<file path="config.mk">
export PLATFORM = sky130hd
export DESIGN_NAME = vstate_csr
export DESIGN_NICKNAME = d
export VERILOG_FILES = /design/src/rtl/vstate_csr.sv
export SDC_FILE = /design/constraint.sdc
export NUM_CORES = 1
export LEC_CHECK = 0
export ABC_AREA = 1
export BUFFER_PORTS_ARGS = -buffer_cell sky130_fd_sc_hd__buf_2
export CAP_MARGIN = 20
export CORE_UTILIZATION = 45
export DETAILED_ROUTE_END_ITERATION = 8
export HOLD_SLACK_MARGIN = 0.05
export PLACE_DENSITY = 0.74
export SLEW_MARGIN = 30
export SYNTH_ARGS = -nofsm -noshare
export SYNTH_HDL_FRONTEND = slang
export SYNTH_SLANG_ARGS = --single-unit
</file>
<file path="constraint.sdc">
create_clock -name clk -period 3.9 [get_ports clk]
set_input_delay 0 -clock clk [delete_from_list [all_inputs] [get_ports clk]]
set_output_delay 0 -clock clk [all_outputs]
set_load 0.03 [all_outputs]
</file>
<file path="src/rtl/vstate_csr.sv">
module vstate_csr #(
  parameter int XLEN = 32
) (
  input  logic            clk,
  input  logic            rst_n,
  input  logic            csr_en,
  input  logic            csr_sel,
  input  logic [1:0]      csr_op,
  input  logic            use_imm,
  input  logic [XLEN-1:0] wdata,
  output logic [XLEN-1:0] rdata,
  output logic [5:0]      maxvl,
  output logic [5:0]      vl,
  output logic [5:0]      src_offs,
  output logic [5:0]      dst_offs
);
  localparam int FW = 6;
  localparam int PW = 4 * FW;
  localparam logic [FW-1:0] CAP = FW'(XLEN - 1);

  function automatic logic [FW-1:0] lim(input logic [FW-1:0] a, input logic [FW-1:0] b);
    return (a > b) ? b : a;
  endfunction

  logic [XLEN-1:0] opnd, vl_raw;
  logic [PW-1:0]   pk_old, pk_raw;
  logic [FW-1:0]   m_n, v_n, s_n, d_n, vv_n;
  logic            wr;

  assign wr     = csr_en && (csr_op != 2'b00);
  assign opnd   = use_imm ? XLEN'(wdata[4:0]) : wdata;
  assign pk_old = {dst_offs, src_offs, vl, maxvl};

  always_comb begin
    case (csr_op)
      2'b10:   pk_raw = pk_old | opnd[PW-1:0];
      2'b11:   pk_raw = pk_old & ~opnd[PW-1:0];
      default: pk_raw = opnd[PW-1:0];
    endcase
    case (csr_op)
      2'b10:   vl_raw = XLEN'(vl) | opnd;
      2'b11:   vl_raw = XLEN'(vl) & ~opnd;
      default: vl_raw = opnd;
    endcase
  end

  assign m_n  = lim(pk_raw[FW-1:0], CAP);
  assign v_n  = lim(pk_raw[2*FW-1:FW], m_n);
  assign s_n  = lim(pk_raw[3*FW-1:2*FW], v_n);
  assign d_n  = lim(pk_raw[4*FW-1:3*FW], v_n);
  assign vv_n = (vl_raw > XLEN'(maxvl)) ? maxvl : vl_raw[FW-1:0];

  assign rdata = csr_sel ? XLEN'(wr ? vv_n : vl) : XLEN'(pk_old);

  always_ff @(posedge clk) begin
    if (!rst_n) begin
      maxvl    <= '0;
      vl       <= '0;
      src_offs <= '0;
      dst_offs <= '0;
    end else if (wr) begin
      if (csr_sel) begin
        vl       <= vv_n;
        src_offs <= lim(src_offs, vv_n);
        dst_offs <= lim(dst_offs, vv_n);
      end else begin
        maxvl    <= m_n;
        vl       <= v_n;
        src_offs <= s_n;
        dst_offs <= d_n;
      end
    end
  end
endmodule

</file>
After elaboration in Yosys (flattened, before gate mapping)
Cells that the tools add are included.
Cells by class
  order comparisons: 7
  eq/ne operators: 4
  muxes and demuxes: 15
  bitwise operators: 7
  reduce and logical (&&, ||, !) cells: 5
Operators with widths (count)
  $mux 6: 11
  $pmux 32 s2: 1
  $pmux 24 s2: 1
  $and 6x32->32: 1
  $gt 32x6->1: 1
  $mux 32: 1
  $not 32->32: 1
  $or 6x32->32: 1
  $gt 6x6->1: 5
  $and 24x24->24: 1
  $mux 24: 1
  $not 24->24: 1
  $or 24x24->24: 1
  $gt 6x5->1 const B: 1
  $reduce_and 2->1: 3
  $eq 2x2->1 const B: 2
  $ne 2x1->1 const B: 2
  $reduce_bool 2->1: 1
  $logic_and 1x1->1: 1
  $not 1->1: 1
Word-level totals
  register bits: 24
  bits of input ports: 39
  output and inout bits: 56
  word-level logic and storage cells: 42

Longest topological paths before layout
Gate-level depths: netlist of the first run.
  depth after elaboration: 11
  gate-level depth with buffers: 30
  depth with buffers taken out: 28

Worst setup path after synthesis of the first run
OpenSTA, ideal clock, no wires.
  kind: flip-flop to flip-flop
  start point: register maxvl[5]
  end point: register src_offs[0]
  library setup time: 0.115 ns
  arrival: 3.714 ns
  required time: 3.785 ns
  slack: 0.071 ns
  cell stages (with the launch flop): 25
  path buffers: 1
  period minus slack after synthesis: 3.829 ns
  cell sequence: dfxtp_1 -> inv_1 -> o31ai_1 -> inv_1 -> nand3_1 -> inv_1 -> ha_1 -> nand2_1 -> nor2_1 -> o21ai_0 -> o211ai_1 -> nand2_1 -> clkbuf_1 -> o21a_1 -> inv_1 -> ha_1 -> inv_1 -> nor2_1 -> o21ai_0 -> a32oi_1 -> inv_1 -> o21ai_0 -> nand2_1 -> a21oi_1 -> nor2_1
Between the ends
  word-level cells in the longest chain between the ends: 9
  elaborated cells on any way between the ends: 16
  classes of those cells: 5 x order compare; 1 x eq/ne; 7 x mux; 2 x bitwise; 1 x reduce/logical
Ends and longest elaborated chain
  start: declaration: line 12  | output logic [5:0] maxvl,
  start signal: assignment: line 67  | maxvl <= m_n;
  $and 24x24->24 or $or 24x24->24 (tied branches): line 37, 36
  $pmux 24 s2: line 35  | case (csr_op)
  $gt 6x5->1: line 22  | return (a > b) ? b : a;
  $mux 6: line 22
  $gt 6x6->1: line 22
  $mux 6: line 22
  $gt 6x6->1: line 22
  $mux 6: line 22
  $mux 6: line 62  | if (csr_sel) begin
  end signal: assignment: line 64  | src_offs <= lim(src_offs, vv_n);
  end signal: assignment: line 69  | src_offs <= s_n;
  end: declaration: line 14  | output logic [5:0] src_offs,
Several ways; a longest one is shown, not always the timed one. The select of a mux whose other input is x is not followed.
A chain may end at the register's enable or synchronous reset.

Worst setup path in the final report of the first run
  start point: register maxvl[5]
  end point: register dst_offs[5]
Between the ends
  word-level cells in the longest chain between the ends: 9
  elaborated cells on any way between the ends: 16
  classes of those cells: 5 x order compare; 1 x eq/ne; 7 x mux; 2 x bitwise; 1 x reduce/logical
Ends and longest elaborated chain
  $and 24x24->24 or $or 24x24->24 (tied branches): line 37, 36
  $pmux 24 s2: line 35
  $gt 6x5->1: line 22
  $mux 6: line 22
  $gt 6x6->1: line 22
  $mux 6: line 22
  $gt 6x6->1: line 22
  $mux 6: line 22
  $mux 6: line 62
  end signal: assignment: line 65  | dst_offs <= lim(dst_offs, vv_n);
  end signal: assignment: line 70  | dst_offs <= d_n;
  end: declaration: line 15  | output logic [5:0] dst_offs
Several ways; a longest one is shown, not always the timed one. The select of a mux whose other input is x is not followed.

==> results of run 1 <==
-- power by group through the flow --
stage / logic, W / registers, W / clock network, W
floorplan: 0.000637 / 0.000413 / 0
global placement: 0.000944 / 0.000348 / 0
detailed placement: 0.000963 / 0.000349 / 0
CTS: 0.000968 / 0.000343 / 0.000146
global route: 0.00111 / 0.000350 / 0.000157
finish: 0.000993 / 0.000345 / 0.000146
-- through the flow --
step           cells  cell area, um^2  setup slack, ps  hold slack, ps
3_5_place_dp     730             3700            -93.2             402
2_1_floorplan    562             3220             71.5             281
3_3_place_gp     730             3700              146             400
6_report         735             3800              247             133
4_1_cts          733             3750             76.4             127
5_1_grt          735             3800             2.80             150
-- cell usage after synthesis, types with 6 or more instances --
master    count
nor2_1       75
nand3_1      40
dfxtp_1      24
o21bai_1      6
nand2_2      11
o21ai_1       6
ha_1         30
a31oi_1      10
o21ai_0      52
inv_1        79
a21oi_1      42
buf_4         8
nand2_1     110
clkbuf_1     11
nor2_2        7
o211ai_1      7
-- flip-flops by register name, summed over array words and instances, names as in the netlist --
signal    cells
dst_offs      6
maxvl         6
src_offs      6
vl            6
-- cells by family (layout without fill, tap and decap cells) --
group,count (synthesis),after routing
buffers and inverters,113,189
AO/OA/AOI/OAI,135,135
other,2,9
flip-flops,24,24
AND/OR/NAND/NOR,251,252
adder cells (fa/ha/maj),30,30
-- layer usage --
layer	share of wire [%]	vias up	GRT usage, %
met5	0	-	0
met4	2.2	0	10.5
met3	9.1	18	1.81
met2	44	206	47.2
met1	44	1782	41.9
li1	-	1963	-
-- path summary, 6_finish.rpt --
path	startpoint	end	slack (ps)	cells after the start
max reg2reg	maxvl[5]$_SDFFE_PN0P_	dst_offs[5]$_SDFFE_PN0P_	250	24
min	rst_n	src_offs[0]$_SDFFE_PN0P_	130	3
min reg2reg	vl[0]$_SDFFE_PN0P_	vl[0]$_SDFFE_PN0P_	560	2
max	maxvl[5]$_SDFFE_PN0P_	dst_offs[5]$_SDFFE_PN0P_	250	24
-- timing repair --
item	4_1_cts	5_1_grt
endpoints found under the setup margin	12	12
hold endpoints to repair	0	0
pin swaps	0	4
cloned	0	1
gates resized for setup	3	13
setup buffers	0	1
-- worst max-delay path, cell delays in order (launching register included) --
cell and delay, ps:
dfxtp_2 360, inv_2 70, o31ai_4 280, inv_1 90, nand3_1 90, inv_2 60
ha_1 270, nand2_1 60, nor2_2 90, o21ai_0 100, o211ai_1 180, nand2_2 170
nand2_1 90, o21a_1 180, inv_2 80, ha_1 290, inv_1 90, nor2_1 50
o21ai_0 150, a31oi_1 120, buf_4 170, o21ai_0 210, o21ai_0 100, a21oi_1 140
nor2_1 60
-- layout make-up --
class	count	area [um^2]
clock buffer	3	41.3
multi-input combinational	426	2290
timing repair buffer	101	543
fill	745	3030
sequential	24	482
inverter	85	322
tap	96	120
==> summary.md, run 1 <==
| Metric | Value |
|---|---|
| Outcome | finished, final reports clean |
| Max clock buf depth | 2 |
| Post-Route Utilization | approximately 56% |
| DRT antenna net count | 0 |
| Mapped Cells | 555 |
| Fin nets | 710 |
| P_leak | 2.11 nW |
| Die Width | between 80 and 90 um |
| Initial antenna violation count | 0 |
| Post-synthesis sequential area ratio | 15.0% |
| Clk_skew | 6.49 ps |
| Mapped cell area | 3200 um^2 |
| Share of power burned in registers | 23.3% |
| Power share of the clock group | 9.9% |
| Diode count | 0 |
| Arr. time, crit path | 3810 ps |
| Num CTS Buffers | 3 |
| Final worst-path cycle share | 93.7% |
| Root Buffer | clkbuf_8 |
| Synth top area cells | dfxtp_1 (15%), nand2_1 (13%), ha_1 (12%) |
| Yosys warns | 0 |
| Clock Latency Late Sink | 270 ps |
| Core box area | 6830 um^2 |
| Detailed-route via count | 3969 |
| Synth Area in Adders | 11.7% |
| Cell taking the most area after synthesis | dfxtp_1 |
| Fraction of synthesized area in multiplexers | 0% |
| WL final | ~11 mm |
| Slew Viols, Final | 0 |
| Most common cell after layout, fill and taps aside | nand2_1 |
| Port bufs | 86 |
| Power density over cell area | ~390 nW/um^2 |
| Final setup violating endpoints | 0 |
| Setup CP Type | reg2reg |
| CTS H-tree depth | 1 |
| GRT Util Overall | 29.5% |
| Slew HR | 58.9% |
| CP endpoint kind | register |
| DR vias/cell | 5.40 |
| Most frequent cells in the layout | nand2_1 (109), buf_2 (86), inv_1 (76), nor2_1 (73), o21ai_0 (48) |
| Synth Area in Compound Gates | 23.6% |
| Post-synthesis simple-gate area fraction | 33.8% |
| Num rows | 30 |
| Sw power | 0.000798 W |
| Synth top area share | between 10% and 20% |
| Min-delay worst type | in2reg |
| Hold buffer count at CTS | 0 |
| Number of synthesized register bits | 24 |
| Least-Margin Pin Slew | 616 ps |
| Switch share | a little over half |
| Setup_tns | 0 ps |
| Startpoint types | register |
| Clock sinks | 24 |
| CP max FO | 6 |
| Reg clk slew, reported paths | around 80 ps |
| Number of synthesized flops with an enable pin | 0 |
| Post-synthesis cell type count | 33 |
| Main synth FF type | dfxtp_1 |
| Syn Area/Cell | 5.76 um^2 |
| Final Power | 0.00148 W |
| Main combinational cell family by area after synthesis | simple AND/OR/NAND/NOR gates |
| Final Critical Period | about 3700 ps |
| Fraction of layout cells with a size suffix above 1 | a little under a quarter |
| Post-DP HPWL | 8.92 mm |
| First-pass GRT wire length | 17.2 mm |
| CTS tree | yes |
| Initial drt markers | 429 |
| Area grow syn2layout | 18.9% |
| Largest net degree at the start of global routing | 31 |
| Final number of hold-violating endpoints | 0 |
| Total congestion overflow | 0 |
| Critical path data required time | 4060 ps |
| Max Fclk | approximately 270 MHz |
| P_int | between 0.0006 and 0.0007 W |
| Starting density of the core | about 47% |
| Wire per inst | 15.0 um |
| Post-Synth XOR/XNOR Area | 0% |
| Worst vdd ir | 0.168 mV |
| Asr flop ratio synth | 0% |
| DRC Markers | 0 |
| # Max-Cap Violations | 0 |
| Die Height | 86.3 um |
| Die area | approximately 7400 um^2 |
| I/O pins | 95 |
| DR pass1 iterations | 7 |
| Unrepaired setup endpoints after global routing | false |
| Final GP Congestion | ~1.1 |
| Combinational power share | 66.9% |
| Vias in the first global route | 3525 |
No activity file was read; power rests on OpenSTA's default activity.
==> run 2, diff against run 1 <==
MAX_ROUTING_LAYER = met4   (was unset)
==> summary.md, run 2 (synthesis results as in run 1) <==
| Metric | Value |
|---|---|
| DRC Markers | 0 (unchanged) |
| # Max-Cap Violations | 0 (unchanged) |
| Core box area | 6830 um^2 (unchanged) |
| Max Fclk | 275 MHz (+0.50%) |
| Num rows | 30 (unchanged) |
| CP endpoint kind | register |
| Most common cell after layout, fill and taps aside | nand2_1 |
| Outcome | finished, final reports clean |
| Final GP Congestion | 1.07 (-1.6%) |
| Min-delay worst type | in2reg |
| Die Width | 86.3 um (unchanged) |
| Slew HR | 55.7% (-3.2 points) |
| Power density over cell area | 392 nW/um^2 (+0.32%) |
| Hold buffer count at CTS | 0 (unchanged) |
| Total congestion overflow | 0 (unchanged) |
| Worst vdd ir | 0.140 mV (-17%) |
| Share of power burned in registers | 23.0% (-0.3 points) |
| Placed insts | 734 (+0.55%) |
| Num CTS Buffers | 3 (unchanged) |
| Detailed-route via count | 3967 (-0.050%) |
| Reg clk slew, reported paths | 100 ps (+20 ps) |
| CTS tree | yes |
| Setup_tns | 0 ps (unchanged) |
| Critical path data required time | 4070 ps (about the same) |
| P_leak | 2.14 nW (+1.6%) |
| Starting density of the core | 46.8% (unchanged) |
| Port bufs | 86 (unchanged) |
| Wire per inst | 14.8 um (-1.4%) |
| Arr. time, crit path | 3800 ps (about the same) |
| Post-Layout Cell Count | 741 (+0.82%) |
| DR pass1 iterations | 5 (-2) |
| DRT antenna net count | 0 (unchanged) |
| P_int | 0.000697 W (+1.5%) |
| I/O pins | 95 (unchanged) |
| Sw power | 0.000813 W (+1.9%) |
| Startpoint types | register |
| Diode count | 0 (unchanged) |
| Largest net degree at the start of global routing | 31 (unchanged) |
| Clk_skew | 12.1 ps (+5.57 ps) |
| Clock Latency Late Sink | 280 ps (about the same) |
| Max clock buf depth | 2 (unchanged) |
| Worst setup path end | dst_offs[5]$_SDFFE_PN0P_ |
| Combinational power share | 66.6% (-0.3 points) |
| Root Buffer | clkbuf_8 |
| Post-place setup slack | 47.9 ps (+141 ps) |
| Final Critical Period | 3630 ps (-18.3 ps) |
| Least-Margin Pin Slew | 664 ps (+48.5 ps) |
| Initial drt markers | 426 (-0.70%) |
| Fraction of layout cells with a size suffix above 1 | 23.7% (+1.2 points) |
| Die Height | 86.3 um (unchanged) |
| WL final | 11.0 mm (-0.64%) |
| Area grow syn2layout | 20.5% |
| Hold_sp | rst_n |
| CTS H-tree depth | 1 (unchanged) |
| CP max FO | 6 (unchanged) |
| Final worst-path cycle share | 93.2% (-0.47 points) |
| Clock sinks | 24 (unchanged) |
| Final setup violating endpoints | 0 (unchanged) |
| Post-DP HPWL | 9.00 mm (+0.90%) |
| Worst setup path start | maxvl[5]$_SDFFE_PN0P_ |
| Fin nets | 716 (+0.85%) |
| GRT Util Overall | 30.5% (+0.98 points) |
| Initial antenna violation count | 0 (unchanged) |
| Worst flop-to-flop path endpoint | dst_offs[5]$_SDFFE_PN0P_ |
| R2R Path Start | maxvl[5]$_SDFFE_PN0P_ |
| Fillcell total | 725 (-2.7%) |
| Power share of the clock group | 10.4% (+0.5 points) |
| Reg2reg path depth | 26 (+8.3%) |
| Final number of hold-violating endpoints | 0 (unchanged) |
| First-pass GRT wire length | 17.4 mm (+0.97%) |
| Vias in the first global route | 3529 (+0.11%) |
| Slew Viols, Final | 0 (unchanged) |
| Fin Hold WS | 121 ps (-12.1 ps) |
| Most frequent cells in the layout | nand2_1 (108), buf_2 (86), inv_1 (78), nor2_1 (71), o21ai_0 (43) |
| Setup CP Type | reg2reg |
| Switch share | 53.9% (+0.11 points) |
| Die area | 7450 um^2 (unchanged) |
| DR vias/cell | 5.35 (-0.86%) |
| Unrepaired setup endpoints after global routing | false |
| Register-to-register setup slack | 270 ps (+20 ps) |
| Final WS setup | 265 ps (+18.3 ps) |
[run 2: cell types whose count changed in the layout (fill, tap and decap cells not counted), sizes merged]
cell,delta
buf,+6
[run 2: final cells by class]
class,count,area [um^2],share of cell area [%]
Clock buffer,3,41.3,1.07
Inverter,85,322,8.34
Multi-Input combinational cell,426,2300,59.7
Sequential cell,24,482,12.5
Tap cell,96,120,3.12
Timing Repair Buffer,107,588,15.3
[run 2: power groups by stage]
| stage | logic [W] | registers [W] | clock network, W |
|---|---|---|---|
| floorplan | 0.000637 | 0.000413 | 0 |
| global placement | 0.000945 | 0.000351 | 0 |
| detailed placement | 0.000963 | 0.000352 | 0 |
| CTS | 0.000967 | 0.000346 | 0.000151 |
| global route | 0.00113 | 0.000352 | 0.000164 |
| finish | 0.00101 | 0.000348 | 0.000157 |
[run 2: metal layers]
metal	global-route usage, %	share of wire [%]	up-vias
met5	-	0	-
met4	6.06	1.5	0
met3	1.33	8.8	16
met2	49.2	45	193
met1	42.6	44	1783
li1	-	-	1975
[run 2: critical path, cell delays in order, from the launching register on]
cell and delay, ps:
dfxtp_2 350, inv_1 70, o31ai_2 230, buf_4 160, inv_1 50, nand3_1 60, inv_1 90, ha_1 290
nand2_1 60, nor2_2 120, o21ai_1 70, o211ai_1 130, nand2_2 140, nand2_1 70, o21ai_0 70, buf_4 150
ha_1 290, nand3_1 110, inv_1 70, o21ai_0 90, a31oi_2 280, buf_4 170, nand2_1 40, o21ai_0 60
o21ai_0 80, a21oi_1 150, nor2_1 70
[run 2: what timing repair did]
item                       4_1_cts  5_1_grt
setup buffers                    0        3
setup endpoints to repair        0       12
resized for setup                0       24
[run 2: stage by stage]
stage	area (um^2)	utilization, %	power (W)
2_1_floorplan	3220	-	0.00105
3_3_place_gp	3730	54.7	0.00130
3_5_place_dp	3730	54.7	0.00131
4_1_cts	3770	55.3	0.00146
5_1_grt	3850	56.4	0.00164
6_report	3850	56.4	0.00151
[run 2: worst min path at each step]
stage,end,slack (ps),depth (start not counted)
final,src_offs[1]$_SDFFE_PN0P_,120,3
after global routing,dst_offs[0]$_SDFFE_PN0P_,140,3
after CTS,dst_offs[2]$_SDFFE_PN0P_,130,3
after detailed placement,src_offs[1]$_SDFFE_PN0P_,410,3
after global placement,dst_offs[5]$_SDFFE_PN0P_,400,3
after floorplan,vl[3]$_SDFFE_PN0P_,280,3
==> run 3, diff against run 2 <==
CORE_UTILIZATION = 49   (was 45)
PLACE_DENSITY = 0.79   (was 0.74)
==> summary.md, run 3 (synthesis results as in run 1) <==
| Metric | Value |
|---|---|
| P_leak | 2.12 nW (-1.3%) |
| Worst path depth | 24 (-7.7%) |
| Setup CP Type | reg2reg |
| Final number of hold-violating endpoints | 0 (unchanged) |
| Fraction of layout cells with a size suffix above 1 | 23.2% (-0.56 points) |
| Most common cell after layout, fill and taps aside | nand2_1 |
| Worst-path cell chain | inv_2, o31ai_4, inv_1, nand3_2, inv_2, ha_1, nand2_1, nor2_2, o21ai_1, o211ai_1, nand2_2, nand2_1, o21a_1, inv_1, ha_1, inv_1, nor2_1, o21ai_0, a31oi_1, buf_4, o21ai_0, o21ai_0, a21oi_1, nor2_1 |
| WL final | 10.7 mm (-2.2%) |
| CTS H-tree depth | 1 (unchanged) |
| First-pass GRT wire length | 16.6 mm (-4.3%) |
| Final setup violating endpoints | 0 (unchanged) |
| Worst vdd ir | 0.276 mV (+97%) |
| CP max stage cell | dfxtp_2 |
| Die area | 6850 um^2 (-8.0%) |
| Reg clk slew, reported paths | 90 ps (about the same) |
| Least-Margin Pin Slew | 622 ps (-42.4 ps) |
| Die Height | 82.8 um (-4.1%) |
| Critical path data required time | 4070 ps (about the same) |
| DR vias/cell | 5.44 (+1.7%) |
| Max clock buf depth | 2 (unchanged) |
| CP max FO | 6 (unchanged) |
| Placed insts | 711 (-3.1%) |
| Max incr delay on CP | 350 ps (about the same) |
| Final Critical Period | 3620 ps (-17.7 ps) |
| Most frequent cells in the layout | nand2_1 (108), buf_2 (86), inv_1 (76), nor2_1 (72) |
| Worst setup path start | maxvl[5]$_SDFFE_PN0P_ |
| # Max-Cap Violations | 0 (unchanged) |
| Post-DP HPWL | 8.72 mm (-3.1%) |
| DRC Markers | 0 (unchanged) |
| Startpoint types | register |
| Area grow syn2layout | 18.4% |
| Starting density of the core | 50.6% (+3.8 points) |
| Root Buffer | clkbuf_8 |
| Reg2reg path depth | 24 (-7.7%) |
| Worst setup path end | dst_offs[4]$_SDFFE_PN0P_ |
| DRT antenna net count | 0 (unchanged) |
| I/O pins | 95 (unchanged) |
| Arr. time, crit path | 3790 ps (about the same) |
| Clock sinks | 24 (unchanged) |
| Fin Hold WS | 121 ps (-0.247 ps) |
| Slew Viols, Final | 0 (unchanged) |
| Worst flop-to-flop path endpoint | dst_offs[4]$_SDFFE_PN0P_ |
| Power density over cell area | 395 nW/um^2 (+0.80%) |
| Core box area | 6310 um^2 (-7.6%) |
| Hold buffer count at CTS | 0 (unchanged) |
| Total congestion overflow | 0 (unchanged) |
| CP endpoint kind | register |
| Initial drt markers | 417 (-2.1%) |
| Hold_sp | rst_n |
| Outcome | finished, final reports clean |
| CP delay by family, top | compound AO/OA/AOI/OAI gates |
| Slew HR | 58.3% (+2.6 points) |
| Die Width | 82.8 um (-4.1%) |
| Initial antenna violation count | 0 (unchanged) |
| Vias in the first global route | 3342 (-5.3%) |
| Clk_skew | 4.78 ps (-7.28 ps) |
| Fillcell total | 633 (-13%) |
| R2R Path Start | maxvl[5]$_SDFFE_PN0P_ |
| Register-to-register setup slack | 280 ps (+20 ps) |
| Final instance area | 3780 um^2 (-1.8%) |
| Placed inst area | 3680 um^2 (-1.4%) |
| Port bufs | 86 (unchanged) |
| Max Fclk | 276 MHz (+0.49%) |
| Num CTS Buffers | 3 (unchanged) |
| Clock Latency Late Sink | 270 ps (about the same) |
| Min-delay worst type | in2reg |
| Post-Layout Cell Count | 717 (-3.2%) |
| Num rows | 29 (-3.3%) |
| Final worst-path cycle share | 92.7% (-0.45 points) |
| Fin nets | 710 (-0.84%) |
| Largest net degree at the start of global routing | 31 (unchanged) |
| Detailed-route via count | 3902 (-1.6%) |
| Setup_tns | 0 ps (unchanged) |
| GRT Util Overall | 33.2% (+2.7 points) |
| Post-Route Utilization | 59.9% (+3.5 points) |
| CTS tree | yes |
| Wire per inst | 15.0 um (+1.1%) |
| Final GP Congestion | 1.07 (+0.14%) |
| CP bufs+invs | 6 (-1) |
| DR pass1 iterations | 5 (unchanged) |
## run 3: report_power, final
part,internal [W],switching (W)
Clock,0.0000694,0.0000858
Sequential,0.000288,0.0000541
Combinational,0.000331,0.000666
## run 3: worst register-to-register path, stage by stage (launching register included)
cell,delay [ps]
dfxtp_2,350
inv_2,60
o31ai_4,290
inv_1,110
nand3_2,80
inv_2,50
ha_1,270
nand2_1,60
nor2_2,110
o21ai_1,70
o211ai_1,170
nand2_2,180
nand2_1,100
o21a_1,170
inv_1,80
ha_1,280
inv_1,90
nor2_1,50
o21ai_0,150
a31oi_1,130
buf_4,170
o21ai_0,170
o21ai_0,120
a21oi_1,140
nor2_1,60
## run 3: layout make-up
class	instances	area (um^2)	area share, %
multi-input combinational	426	2300	60.7
timing repair buffer	101	543	14.3
sequential	24	482	12.7
inverter	85	322	8.50
tap	77	96.3	2.55
clock buffer	3	41.3	1.09
antenna	1	2.50	0.0661
## run 3: layer usage
metal  routed length [um]  GRT usage, %
met5                    0             -
met3                  895          1.64
met1                 4900          46.3
met4                  193          7.24
met2                 4740          52.6
## run 3: per-stage QoR
| stage | setup WS [ps] | power (W) |
|---|---|---|
| after floorplan | 71.5 | 0.00105 |
| after global placement | 131 | 0.00129 |
| after detailed placement | -6.19 | 0.00130 |
| after CTS | 16.0 | 0.00146 |
| after global routing | -30.9 | 0.00163 |
| final | 283 | 0.00149 |
## run 3: how the worst min path moves through the flow
| stage | cells past startpoint | to |
|---|---|---|
| 2_1_floorplan | 3 | vl[3]$_SDFFE_PN0P_ |
| 6_report | 3 | src_offs[1]$_SDFFE_PN0P_ |
| 3_3_place_gp | 3 | src_offs[2]$_SDFFE_PN0P_ |
| 5_1_grt | 3 | dst_offs[2]$_SDFFE_PN0P_ |
| 4_1_cts | 3 | src_offs[4]$_SDFFE_PN0P_ |
| 3_5_place_dp | 3 | src_offs[4]$_SDFFE_PN0P_ |
## run 3: timing repair
item | CTS | global route
endpoints found under the hold margin | 0 | 0
cloned | 0 | 1
buffers inserted | 0 | 1
pin swaps | 0 | 7
endpoints found under the setup margin | 1 | 12
gates resized for setup | 1 | 25
